[src/rtl/remap_pkg.sv]
package remap_pkg;
  localparam int BLK_W  = 16;
  localparam int MARK_W = 48;
  localparam logic [31:0] MARK_TAG = 32'h5EB1_0C4D;
  localparam logic [15:0] NULL_IDX = 16'hFFFF;

  typedef enum logic [1:0] {
    OP_RD_SPARE = 2'd0,
    OP_RD_MARK  = 2'd1,
    OP_WR_MARK  = 2'd2
  } fl_op_e;

  function automatic logic spare_good(input logic [7:0] b);
    return b == 8'hFF;
  endfunction

  function automatic logic mark_tagged(input logic [MARK_W-1:0] m);
    return m[47:16] == MARK_TAG;
  endfunction

  function automatic logic [BLK_W-1:0] mark_index(input logic [MARK_W-1:0] m);
    return m[15:0];
  endfunction

  function automatic logic [MARK_W-1:0] make_mark(input logic [BLK_W-1:0] idx);
    return {MARK_TAG, idx};
  endfunction
endpackage

[src/rtl/remap_table.sv]
module remap_table
  import remap_pkg::*;
#(
  parameter int ENTRIES = 16
) (
  input  logic             clk,
  input  logic             rst_n,
  input  logic             we,
  input  logic [BLK_W-1:0] waddr,
  input  logic [BLK_W-1:0] wdata,
  input  logic [BLK_W-1:0] raddr,
  output logic [BLK_W-1:0] rdata
);
  localparam int AW = (ENTRIES > 1) ? $clog2(ENTRIES) : 1;

  logic [BLK_W-1:0] mem [ENTRIES];

  for (genvar i = 0; i < ENTRIES; i++) begin : g_ent
    always_ff @(posedge clk) begin
      if (!rst_n)                          mem[i] <= BLK_W'(i);
      else if (we && waddr == BLK_W'(i))   mem[i] <= wdata;
    end
  end

  always_comb begin
    if (raddr < BLK_W'(ENTRIES)) rdata = mem[raddr[AW-1:0]];
    else                         rdata = '0;
  end

  assert_write_in_range_R8: assert property (@(posedge clk) disable iff (!rst_n)
    we |-> waddr < BLK_W'(ENTRIES));
endmodule

[src/rtl/flash_req_agent.sv]
module flash_req_agent
  import remap_pkg::*;
(
  input  logic              clk,
  input  logic              rst_n,
  input  logic              start,
  input  logic [1:0]        op_in,
  input  logic [BLK_W-1:0]  blk_in,
  input  logic [MARK_W-1:0] wdata_in,
  output logic              fl_req_valid,
  input  logic              fl_req_ready,
  output logic [1:0]        fl_req_op,
  output logic [BLK_W-1:0]  fl_req_blk,
  output logic [MARK_W-1:0] fl_req_wdata,
  input  logic              fl_rsp_done,
  output logic              got
);
  typedef enum logic [1:0] {A_IDLE, A_REQ, A_WAIT} ast_e;
  ast_e st;

  assign fl_req_valid = (st == A_REQ);
  assign got          = (st == A_WAIT) && fl_rsp_done;

  always_ff @(posedge clk) begin
    if (!rst_n) begin
      st           <= A_IDLE;
      fl_req_op    <= '0;
      fl_req_blk   <= '0;
      fl_req_wdata <= '0;
    end else begin
      unique case (st)
        A_IDLE: if (start) begin
          st           <= A_REQ;
          fl_req_op    <= op_in;
          fl_req_blk   <= blk_in;
          fl_req_wdata <= wdata_in;
        end
        A_REQ:  if (fl_req_ready) st <= A_WAIT;
        A_WAIT: if (fl_rsp_done)  st <= A_IDLE;
        default: st <= A_IDLE;
      endcase
    end
  end

  assert_hold_until_ready_R12: assert property (@(posedge clk) disable iff (!rst_n)
    fl_req_valid && !fl_req_ready |=> fl_req_valid && $stable(fl_req_blk)
      && $stable(fl_req_op) && $stable(fl_req_wdata));

  assert_write_tagged_R5: assert property (@(posedge clk) disable iff (!rst_n)
    fl_req_valid && fl_req_op == OP_WR_MARK |-> mark_tagged(fl_req_wdata));

  assert_no_start_while_outstanding_R12: assert property (@(posedge clk) disable iff (!rst_n)
    st != A_IDLE |-> !start);
endmodule

[src/rtl/remap_ctrl.sv]
module remap_ctrl
  import remap_pkg::*;
#(
  parameter int USER_BLKS  = 16,
  parameter int TOTAL_BLKS = 24
) (
  input  logic              clk,
  input  logic              rst_n,
  output logic              start,
  output logic [1:0]        op,
  output logic [BLK_W-1:0]  blk,
  output logic [MARK_W-1:0] wdata,
  input  logic              got,
  input  logic [MARK_W-1:0] rdata,
  input  logic              wr_ok,
  output logic              map_we,
  output logic [BLK_W-1:0]  map_waddr,
  output logic [BLK_W-1:0]  map_wdata,
  output logic              busy,
  output logic              exhausted,
  output logic              write_err
);
  localparam logic [BLK_W-1:0] USER_B  = BLK_W'(USER_BLKS);
  localparam logic [BLK_W-1:0] TOTAL_B = BLK_W'(TOTAL_BLKS);

  typedef enum logic [2:0] {
    S_FMT, S_FSPR, S_FMRK, S_USPR, S_ASPR, S_AWR, S_NULLWR, S_DONE
  } cst_e;

  cst_e             st;
  logic [BLK_W-1:0] cur_b, ptr, last;
  logic             issued, any_bad;

  // named internal events
  logic good_rsp, redirect_ok, ptr_end, u_last, f_last;
  assign good_rsp    = spare_good(rdata[7:0]);
  assign redirect_ok = mark_tagged(rdata) && mark_index(rdata) != NULL_IDX
                       && mark_index(rdata) < USER_B;
  assign ptr_end     = ptr >= TOTAL_B;
  assign u_last      = cur_b == USER_B - 1'b1;
  assign f_last      = cur_b == TOTAL_B - 1'b1;
  assign busy        = st != S_DONE;

  always_comb begin
    op    = OP_RD_SPARE;
    blk   = cur_b;
    wdata = '0;
    unique case (st)
      S_FMT:    begin op = OP_RD_MARK;  blk = USER_B; end
      S_FMRK:   op = OP_RD_MARK;
      S_ASPR:   blk = ptr;
      S_AWR:    begin op = OP_WR_MARK; blk = ptr; wdata = make_mark(cur_b); end
      S_NULLWR: begin op = OP_WR_MARK; blk = USER_B; wdata = make_mark(NULL_IDX); end
      default:  ;
    endcase
    start = busy && !issued && !(st == S_ASPR && ptr_end);
  end

  always_comb begin
    map_we    = 1'b0;
    map_waddr = cur_b;
    map_wdata = cur_b;
    if (got && st == S_FMRK && redirect_ok) begin
      map_we    = 1'b1;
      map_waddr = mark_index(rdata);
    end else if (got && st == S_ASPR && good_rsp) begin
      map_we    = 1'b1;
      map_wdata = ptr;
    end
  end

  always_ff @(posedge clk) begin
    if (!rst_n) begin
      st <= S_FMT; cur_b <= '0; ptr <= USER_B; last <= USER_B;
      issued <= 1'b0; any_bad <= 1'b0; exhausted <= 1'b0; write_err <= 1'b0;
    end else begin
      if (got)        issued <= 1'b0;
      else if (start) issued <= 1'b1;
      unique case (st)
        S_FMT: if (got) begin
          if (mark_tagged(rdata)) begin st <= S_FSPR; cur_b <= USER_B; end
          else                    begin st <= S_USPR; cur_b <= '0;     end
        end
        S_FSPR, S_FMRK: if (got) begin
          if (st == S_FSPR && good_rsp) st <= S_FMRK;
          else begin
            if (st == S_FMRK && redirect_ok) last <= cur_b + 1'b1;
            if (f_last) begin
              st  <= S_DONE;
              ptr <= (st == S_FMRK && redirect_ok) ? cur_b + 1'b1 : last;
            end else begin
              st <= S_FSPR; cur_b <= cur_b + 1'b1;
            end
          end
        end
        S_USPR: if (got) begin
          if (!good_rsp) begin any_bad <= 1'b1; st <= S_ASPR; end
          else if (u_last) st <= any_bad ? S_DONE : S_NULLWR;
          else cur_b <= cur_b + 1'b1;
        end
        S_ASPR: begin
          if (ptr_end && !issued) begin
            exhausted <= 1'b1;
            if (u_last) st <= S_DONE;
            else begin st <= S_USPR; cur_b <= cur_b + 1'b1; end
          end else if (got) begin
            if (good_rsp) st <= S_AWR;
            else          ptr <= ptr + 1'b1;
          end
        end
        S_AWR: if (got) begin
          if (!wr_ok) write_err <= 1'b1;
          ptr <= ptr + 1'b1;
          if (u_last) st <= S_DONE;
          else begin st <= S_USPR; cur_b <= cur_b + 1'b1; end
        end
        S_NULLWR: if (got) begin
          if (!wr_ok) write_err <= 1'b1;
          st <= S_DONE;
        end
        default: ;
      endcase
    end
  end

  assert_exhausted_sticky_R10: assert property (@(posedge clk) disable iff (!rst_n)
    exhausted |=> exhausted);
  assert_write_err_sticky_R11: assert property (@(posedge clk) disable iff (!rst_n)
    write_err |=> write_err);
  assert_map_target_reserve_R8: assert property (@(posedge clk) disable iff (!rst_n)
    map_we |-> map_wdata >= USER_B && map_wdata < TOTAL_B);
  assert_done_is_final_R2: assert property (@(posedge clk) disable iff (!rst_n)
    !busy |=> !busy);
endmodule

[src/rtl/nand_remap_mgr.sv]
module nand_remap_mgr
  import remap_pkg::*;
#(
  parameter int USER_BLKS  = 16,
  parameter int TOTAL_BLKS = 24
) (
  input  logic        clk,
  input  logic        rst_n,
  input  logic        lk_req,
  input  logic [15:0] lk_blk,
  output logic        lk_ack,
  output logic [15:0] lk_phys,
  output logic        busy,
  output logic        exhausted,
  output logic        write_err,
  output logic        fl_req_valid,
  input  logic        fl_req_ready,
  output logic [1:0]  fl_req_op,
  output logic [15:0] fl_req_blk,
  output logic [47:0] fl_req_wdata,
  input  logic        fl_rsp_done,
  input  logic [47:0] fl_rsp_rdata,
  input  logic        fl_rsp_wr_ok
);
  logic              start, got, map_we;
  logic [1:0]        c_op;
  logic [BLK_W-1:0]  c_blk, map_waddr, map_wdata, map_rdata;
  logic [MARK_W-1:0] c_wdata;

  remap_ctrl #(.USER_BLKS(USER_BLKS), .TOTAL_BLKS(TOTAL_BLKS)) u_ctrl (
    .clk, .rst_n, .start, .op(c_op), .blk(c_blk), .wdata(c_wdata),
    .got, .rdata(fl_rsp_rdata), .wr_ok(fl_rsp_wr_ok),
    .map_we, .map_waddr, .map_wdata, .busy, .exhausted, .write_err);

  flash_req_agent u_agent (
    .clk, .rst_n, .start, .op_in(c_op), .blk_in(c_blk), .wdata_in(c_wdata),
    .fl_req_valid, .fl_req_ready, .fl_req_op, .fl_req_blk, .fl_req_wdata,
    .fl_rsp_done, .got);

  remap_table #(.ENTRIES(USER_BLKS)) u_table (
    .clk, .rst_n, .we(map_we), .waddr(map_waddr), .wdata(map_wdata),
    .raddr(lk_blk), .rdata(map_rdata));

  always_ff @(posedge clk) begin
    if (!rst_n) begin
      lk_ack  <= 1'b0;
      lk_phys <= '0;
    end else begin
      lk_ack  <= lk_req && !busy && lk_blk < BLK_W'(USER_BLKS);
      lk_phys <= map_rdata;
    end
  end

  assert_no_ack_while_busy_R2: assert property (@(posedge clk) disable iff (!rst_n)
    lk_ack |-> !$past(busy));
  assert_req_only_in_init_R2: assert property (@(posedge clk) disable iff (!rst_n)
    fl_req_valid |-> busy);
  assert_ack_in_range_R3: assert property (@(posedge clk) disable iff (!rst_n)
    lk_ack |-> $past(lk_req) && $past(lk_blk) < BLK_W'(USER_BLKS));
endmodule

[config.mk]
export PLATFORM = sky130hd
export DESIGN_NAME = nand_remap_mgr
export DESIGN_NICKNAME = d
export VERILOG_FILES = /design/src/rtl/remap_pkg.sv /design/src/rtl/remap_table.sv /design/src/rtl/flash_req_agent.sv /design/src/rtl/remap_ctrl.sv /design/src/rtl/nand_remap_mgr.sv
export SDC_FILE = /design/constraint.sdc
export NUM_CORES = 1
export LEC_CHECK = 0
export ABC_AREA = 0
export CAP_MARGIN = 10
export CELL_PAD_IN_SITES_DETAIL_PLACEMENT = 1
export CELL_PAD_IN_SITES_GLOBAL_PLACEMENT = 1
export CORE_AREA = 4 4 179 225
export DETAILED_ROUTE_END_ITERATION = 8
export DIE_AREA = 0 0 183 229
export PLACE_DENSITY_LB_ADDON = 0.08
export SLEW_MARGIN = 25
export SYNTH_ARGS = -nofsm -noshare
export SYNTH_HDL_FRONTEND = slang
export SYNTH_SLANG_ARGS = --single-unit
export TNS_END_PERCENT = 50
[constraint.sdc]
create_clock -name clk -period 4.95 [get_ports clk]
set_input_delay 0.99 -clock clk [delete_from_list [all_inputs] [get_ports clk]]
set_output_delay 0.99 -clock clk [all_outputs]
set_load 0.01 [all_outputs]
==> results of run 1 <==
[kinds of logic (layout without fill, tap and decap cells)]
| logic type | after synthesis | in the layout | share of synthesized area (%) |
|---|---|---|---|
| and+or+nand+nor | 607 | 607 | 16.7 |
| xor gates and xnor gates | 14 | 14 | 0.691 |
| other | 1 | 17 | 0.0211 |
| AOI/OAI and AO/OA | 221 | 221 | 9.31 |
| adders and majority gates | 3 | 3 | 0.212 |
| DFF | 365 | 365 | 55.6 |
| buffers and inverters | 161 | 281 | 4.88 |
| muxes | 119 | 119 | 12.6 |
[cell usage after synthesis (28+ instances only)]
master      n
dfxtp_1   109
edfxtp_1  256
buf_2      34
o21ai_0    36
a21oi_1    64
nand2_1   103
nor2_1    289
nor2b_1    28
clkbuf_1   63
buf_4      41
nor3_1     35
mux4_2     80
[layout make-up]
| type | count | area [µm²] | area share, % |
|---|---|---|---|
| clock inverter | 23 | 221 | 1.07 |
| tap | 492 | 616 | 2.97 |
| timing repair buffer | 198 | 1860 | 8.97 |
| multi-input combinational | 981 | 7110 | 34.3 |
| clock buffer | 49 | 1030 | 4.98 |
| inverter | 11 | 41.3 | 0.199 |
| sequential | 365 | 9870 | 47.5 |
[stage by stage]
step | std cells | instance area [µm²] | worst slack (ps)
2_1_floorplan | 1507 | 17800 | 1110
3_3_place_gp | 2046 | 19500 | 614
3_5_place_dp | 2046 | 19500 | 552
4_1_cts | 2118 | 20700 | 1050
5_1_grt | 2119 | 20800 | 873
6_report | 2119 | 20800 | 1030
[flip-flops by register name, indices dropped and copies added (netlist names)]
name	count
lk_ack	1
lk_phys	16
u_agent.fl_req_blk	16
u_agent.fl_req_op	2
u_agent.fl_req_wdata	17
u_agent.st	2
u_ctrl.any_bad	1
u_ctrl.cur_b	16
u_ctrl.exhausted	1
u_ctrl.issued	1
u_ctrl.last	16
u_ctrl.ptr	16
u_ctrl.st	3
u_ctrl.write_err	1
u_table.mem	256
[report_power, final]
part / internal, W / switching (W) / total [W] / leakage, nW
clock: 0.00170 / 0.00122 / 0.00292 / 0.615
combinational: 0.000214 / 0.000258 / 0.000473 / 2.62
sequential: 0.00333 / 0.0000332 / 0.00336 / 3.37
[routing by layer]
layer  vias up  share of wire (%)  global-route usage, %
li1       5712                  -                      -
met2       409                 54                   47.7
met1      6590                 37                   30.5
met3       120                4.6                   3.75
met5         -                  0                      0
met4         0                4.9                   11.7
[worst max-delay path, stage by stage]
cell             delay, ps
clkdlybuf4s50_1        450
nor4_2                 310
nand4_1                250
nor4_4                 700
buf_4                  300
o21ai_1                210
nor2_1                 780
nand2b_1               170
[worst max path at each step]
stage                           from                  to  slack, ps
finish               fl_rsp_rdata[4]   u_table.mem[1][0]       1030
CTS                  fl_rsp_rdata[4]  u_table.mem[2][14]       1050
detailed placement   fl_rsp_rdata[4]   u_table.mem[2][8]        550
global placement     fl_rsp_rdata[5]   u_table.mem[3][0]        610
global route         fl_rsp_rdata[4]   u_table.mem[3][0]        870
floorplan           fl_rsp_rdata[38]  u_table.mem[15][0]       1110
==> impl_metrics.yaml, run 1 <==
timing:
  slew_viol_final: 0
  finClkSkew_ps: 15.1
  hold_violations: 0
  min_period_over_period_pct: 79.2
  slew_headroom_pct: 32.0
  setup_viol: 0
  fmax_ghz: 0.255
  worst_pin_slew_ps: 1020
  period_needed_ps: 3920
  tns_ps: 0
  rsz0062_at_grt: "no"
  holdWs_ps: 452
clock_tree:
  cts_sinks: 365
  cts_hold_buf: 0
  clockBufferDepth: 3
  htreeDepth: 2
  ctsResizeCount: 0
  clk_pin_slew_ps: 60
  cts_buffers: 39
  postCtsSetupRepairBufs: 0
  insertion_delay_ps: 540
  tritoncts: "done"
  cts_root_buffer: "clkbuf_16"
pwr:
  power_leakage_nw: 6.61
  totalPowerFinal_w: 0.00676
  powerDensity_nw_per_um2: 325
  peakVddDrop_v: 0.000282
worst_hold_path:
  min_to: "u_ctrl.last[6]"
  hold_class: "flip-flop to flip-flop"
  hold_path.startpoint: "u_ctrl.last[6]"
  hold_depth: 2
routing:
  drt-vias-per-instance: 6.06
  first_pass_iters: 5
  postRouteAntennaNets: 0
  routedWlPerCell_um: 26.3
  drcViolationCount: 0
  vias: 12800
  drt-initial-drc-count: 1014
  totalWireLength_mm: 55.8
critical_path:
  crit_fanout: 8
  path_class: "primary input to flip-flop"
  worstReg2RegStart: "u_ctrl.st[1]"
  r2r_end: "u_table.mem[1][0]"
  cp.arrival_ps: 4160
  worstRegToRegCells: 7
  regToRegSetupSlack_ps: 1320
  end_kind: "flip-flop"
  worstPathRequired_ps: 5190
  cp-start-kind: "primary input"
yosys:
  synth_area_um2: 17700
  yosys.area.top_type_share_pct: 43.3
  synth.largest_area_cell: "edfxtp_1"
  synth_area_per_cell_um2: 11.9
  synthFlopType: "edfxtp_1"
  synth_cell_types: 84
  yosys-top-cells-area: "edfxtp_1 (43%), dfxtp_1 (12%), mux4_2 (10%)"
  ys_ff_latch: 365
  ys_seq_area_share_pct: 55.6
  synth_edf_count: 256
  async_reset_ff_share_pct: 0
  syn_inst: 1491
  yosysWarnings: 0
cells_and_area:
  nNetsFinal: 1669
  layout_common_cells: "nor2_1 (289), edfxtp_1 (256), clkdlybuf4s50_1 (136), dfxtp_1 (109), nand2_1 (103)"
  layout-drive-gt1-share_pct: 16.8
  area_growth_pct: 17.0
  postLayoutCoreUtil_pct: 54.6
  final_common_cell: "nor2_1"
  diodes: 0
  fillCellCount: 3938
die:
  fp-row-count: 80
  start_util_pct: 46.7
  die_x_um: 183
  core-area_um2: 38000
  ioPinCount: 157
  dieHeight_um: 229
  dieArea_um2: 41900
placement:
  hpwl_mm: 39.3
  io_buffers: 139
  routabilityCongestion: 0.886
grt:
  grt_pass1_vias: 13700
  grt_max_degree: 50
  antenna_found_initial: 0
  grt.total_usage_pct: 26.2
  grt_pass1_wl_mm: 84.1
  gr-total-overflow: 0
run:
  maxCapViolCount: 0
status:
  status: "complete, no violations"
No activity file was read; power rests on OpenSTA's default activity.
==> run 2, diff against run 1 <==
clock period = 3.7 ns   (was 4.95 ns; I/O delays follow)
==> run 2 against run 1 <==
  * Critical endpoint is now busy
  * Clock power rose by 34%
  * Register-to-register slack got worse by 620 ps
  * Critical path type is now flip-flop to primary output
  * Design area increased by 2.1%
  * Combinational power increased by 38%
  * Largest power group unchanged
==> impl_metrics.yaml, run 2 (synthesis gave the netlist of run 1 again) <==
pwr:
  powerDensity_nw_per_um2: 428
  power_leakage_nw: 6.85
  peakVddDrop_v: 0.000314
  totalPowerFinal_w: 0.00906
placement:
  hpwl_mm: 39.3
  io_buffers: 139
  place_ws_ps: 185
  routabilityCongestion: 0.845
clock_tree:
  cts_sinks: 365
  ctsResizeCount: 0
  clockBufferDepth: 3
  tritoncts: "done"
  postCtsSetupRepairBufs: 0
  insertion_delay_ps: 550
  htreeDepth: 2
  cts_buffers: 40
  cts_hold_buf: 0
  cts_root_buffer: "clkbuf_16"
  clk_pin_slew_ps: 60
timing:
  slew_viol_final: 0
  fmax_ghz: 0.309
  finClkSkew_ps: 27.0
  rsz0062_at_grt: "no"
  holdWs_ps: 452
  setup_viol: 0
  tns_ps: 0
  min_period_over_period_pct: 87.6
  worst_pin_slew_ps: 870
  layout_setup_ws_ps: 459
  slew_headroom_pct: 42.0
  hold_violations: 0
  period_needed_ps: 3240
grt:
  grt_max_degree: 51
  grt_pass1_vias: 14200
  grt.total_usage_pct: 26.2
  gr-total-overflow: 0
  grt_pass1_wl_mm: 85.1
  antenna_found_initial: 0
routing:
  drcViolationCount: 0
  vias: 13100
  drt-vias-per-instance: 6.04
  first_pass_iters: 7
  totalWireLength_mm: 55.1
  drt-initial-drc-count: 949
  routedWlPerCell_um: 25.5
  postRouteAntennaNets: 0
worst_hold_path:
  min_to: "u_agent.fl_req_op[0]"
  hold_class: "flip-flop to flip-flop"
  hold_depth: 2
  hold_path.startpoint: "u_agent.fl_req_op[0]"
die:
  ioPinCount: 157
  die_x_um: 183
  dieArea_um2: 41900
  dieHeight_um: 229
  start_util_pct: 46.7
  core-area_um2: 38000
  fp-row-count: 80
cells_and_area:
  largest_reg_flops: 256
  top_register: "u_table.mem"
  layout-drive-gt1-share_pct: 19.2
  area_growth_pct: 19.5
  largestRegisters: "u_table.mem x256, u_agent.fl_req_wdata x17"
  diodes: 0
  layout_common_cells: "nor2_1 (289), edfxtp_1 (256), clkdlybuf4s50_1 (136), dfxtp_1 (109), nand2_1 (103)"
  final_common_cell: "nor2_1"
  nNetsFinal: 1711
critical_path:
  worstPathRequired_ps: 2960
  worstRegToRegCells: 7
  cp.arrival_ps: 2500
  crit_fanout: 17
  cp-start-kind: "flip-flop"
  r2r_end: "u_agent.fl_req_blk[15]"
  regToRegSetupSlack_ps: 700
  worstReg2RegStart: "u_ctrl.ptr[5]"
  end_kind: "primary output"
  path_class: "flip-flop to primary output"
status:
  status: "complete, no violations"
run:
  maxCapViolCount: 0
==> run 2: area by class of cell <==
class | count | area [µm²]
clock buffer | 61 | 1140
clock inverter | 13 | 134
fill | 3923 | 16800
inverter | 11 | 41.3
multi-input combinational | 981 | 7100
sequential | 365 | 9870
tap | 492 | 616
timing repair buffer | 239 | 2300
==> run 2: critical path: stages, from the launching register on <==
cell and delay (ps):
dfxtp_1 690, inv_1 300, nor2_1 390, nand2_1 100, clkdlybuf4s50_1 490
==> run 2: metal layers <==
metal / vias to the layer above / wire length, µm / track usage (%)
li1: 5787 / - / -
met1: 6664 / 20000 / 30.1
met2: 457 / 30200 / 49.3
met3: 143 / 2600 / 3.25
met4: 0 / 2250 / 10.1
met5: - / 0 / 0
==> run 2: worst max path at each step <==
stage,start,endpoint,slack [ps],cells past startpoint
final,u_ctrl.st[0],busy,460,4
after global routing,u_ctrl.st[0],busy,350,4
after CTS,u_ctrl.st[0],busy,470,4
after detailed placement,fl_rsp_rdata[25],u_table.mem[0][9],190,9
after global placement,fl_rsp_rdata[5],u_table.mem[3][14],210,10
after floorplan,fl_rsp_rdata[38],u_table.mem[15][0],110,7
==> run 2: per-stage QoR <==
step           instances  util, %  instance area (µm²)
2_1_floorplan       1507        -                17800
3_3_place_gp        2088     52.4                19900
3_5_place_dp        2088     52.4                19900
4_1_cts             2162     55.7                21200
5_1_grt             2162     55.7                21200
6_report            2162     55.7                21200
==> run 2: report_power, final <==
part           switching (W)  internal, W
registers          0.0000426      0.00445
clock network        0.00164      0.00228
logic               0.000342     0.000309
==> run 3, diff against run 2 <==
RECOVER_POWER = 50   (was unset)
==> run 3 against run 2 <==
  * Clock skew rose by 2.4 ps
  * Critical path depth rose by 3
  * Final cell count is the same
  * Sequential share of layout area up 0.47 points
  * Sequential power about the same
  * Via count down 0.39%
  * Worst hold slack got worse by 2.9 ps
  * Non-clock buffer count did not move
  * Register-to-register slack lost 310 ps
==> impl_metrics.yaml, run 3 (synthesis gave the netlist of run 1 again) <==
timing:
  slew_headroom_pct: 4.12
  rsz0062_at_grt: "no"
  fmax_ghz: 0.297
  setup_viol: 0
  min_period_over_period_pct: 91.1
  finClkSkew_ps: 29.4
  hold_violations: 0
  worst_pin_slew_ps: 1440
  slew_viol_final: 0
  period_needed_ps: 3370
  tns_ps: 0
pwr:
  powerDensity_nw_per_um2: 431
  power_leakage_nw: 6.99
  seqPwrFrac_pct: 49.6
  p_int_w: 0.00703
  power.switching_w: 0.00203
  p_clk_share_pct: 43.3
  swShare_pct: 22.4
  peakVddDrop_v: 0.000316
  p_comb_share_pct: 7.0
grt:
  grt.total_usage_pct: 26.2
  grt_pass1_wl_mm: 85.1
  antenna_found_initial: 0
  grt_max_degree: 51
  gr-total-overflow: 0
  grt_pass1_vias: 14200
clock_tree:
  cts_buffers: 40
  tritoncts: "done"
  cts_hold_buf: 0
  insertion_delay_ps: 550
  cts_sinks: 365
  clockBufferDepth: 3
  postCtsSetupRepairBufs: 0
  cts_root_buffer: "clkbuf_16"
  clk_pin_slew_ps: 60
  htreeDepth: 2
  ctsResizeCount: 0
critical_path:
  cp.arrival_ps: 3780
  regToRegSetupSlack_ps: 390
  worstPathCellList: "dlygate4sd3_1, nand4_1, or3_1, nand3_1, a21oi_1, a21oi_1, o31a_1"
  slowest_stage: "a21oi_1"
  cp-start-kind: "primary input"
  cp_slowest_stage_delay_ps: 1170
  worstReg2RegStart: "u_ctrl.cur_b[15]"
  crit_fanout: 15
  crit_start: "fl_rsp_rdata[1]"
  end_kind: "flip-flop"
  path_class: "primary input to flip-flop"
  path_common_cell: "a21oi_1"
  worstPathRequired_ps: 4110
cells_and_area:
  postLayoutCoreUtil_pct: 55.2
  area_growth_pct: 18.3
  fillCellCount: 3947
  multi_input_area_um2: 6970
  layout-drive-gt1-share_pct: 17.2
  top_register: "u_table.mem"
  largest_reg_flops: 256
  nNetsFinal: 1711
  final_common_cell: "nor2_1"
  layout_common_cells: "nor2_1 (289), edfxtp_1 (256), nand2_1 (109), dfxtp_1 (109), mux4_2 (80)"
  seq_area_um2: 9870
  diodes: 0
  largestRegisters: "u_table.mem x256, u_agent.fl_req_wdata x17"
  stdcell_area_um2: 21000
die:
  dieArea_um2: 41900
  dieHeight_um: 229
  fp-row-count: 80
  die_x_um: 183
  core-area_um2: 38000
  ioPinCount: 157
  start_util_pct: 46.7
routing:
  postRouteAntennaNets: 0
  drt-vias-per-instance: 6.01
  drt-initial-drc-count: 1003
  drcViolationCount: 0
  totalWireLength_mm: 55.0
  vias: 13000
  first_pass_iters: 5
  routedWlPerCell_um: 25.4
worst_hold_path:
  hold_class: "flip-flop to flip-flop"
  hold_path.startpoint: "u_agent.fl_req_op[0]"
placement:
  dpl_cell_area_um2: 19900
  hpwl_mm: 39.3
  routabilityCongestion: 0.845
  io_buffers: 139
status:
  status: "complete, no violations"
run:
  maxCapViolCount: 0
-- run 3: changes by cell type in the layout (fill, tap and decap cells not counted), sizes merged --
cell / delta
buf: -26
clkbuf: +26
clkdlybuf4s50: -72
dlygate4sd3: +72
-- run 3: layout make-up --
| class | instances | area share [%] |
|---|---|---|
| flip-flops and latches | 365 | 47.0 |
| multi-input cells | 981 | 33.2 |
| repair buffers | 239 | 10.6 |
| clock buffers | 61 | 5.42 |
| well taps | 492 | 2.93 |
| clock inverters | 13 | 0.638 |
| inverters | 11 | 0.197 |
-- run 3: worst paths after layout --
kind / endpoint / cells after the start
setup reg to reg: u_ctrl.ptr[0] / 7
hold / removal: u_agent.fl_req_op[0] / 2
hold reg to reg: u_agent.fl_req_op[0] / 2
setup / recovery: u_ctrl.ptr[0] / 7
-- run 3: worst max-delay path: cells and delay by family --
kind            cells  cell delay, ps
buf+inv             1             620
simple gates        3             720
compound gates      3            1690
-- run 3: layer usage --
layer	global-route usage, %	routed length, µm	vias up
li1	-	-	5786
met1	30.1	20000	6649
met2	49.3	30200	426
met3	3.25	2500	139
met4	10.1	2290	0
met5	0	0	-
-- run 3: power groups by stage --
| stage | clock (W) | combinational, W | sequential, W |
|---|---|---|---|
| after floorplan | 0 | 0.000365 | 0.00457 |
| after global placement | 0 | 0.000645 | 0.00457 |
| after detailed placement | 0 | 0.000656 | 0.00458 |
| after CTS | 0.00399 | 0.000658 | 0.00450 |
| after global routing | 0.00418 | 0.000677 | 0.00450 |
| final | 0.00392 | 0.000637 | 0.00449 |
-- run 3: through the flow --
step | worst slack [ps] | std cells | total power, W | hold WS, ps
after floorplan | 110 | 1507 | 0.00494 | 429
after global placement | 210 | 2088 | 0.00522 | 439
after detailed placement | 185 | 2088 | 0.00524 | 447
after CTS | 465 | 2162 | 0.00915 | 455
after global routing | 185 | 2162 | 0.00935 | 476
final | 329 | 2162 | 0.00905 | 449
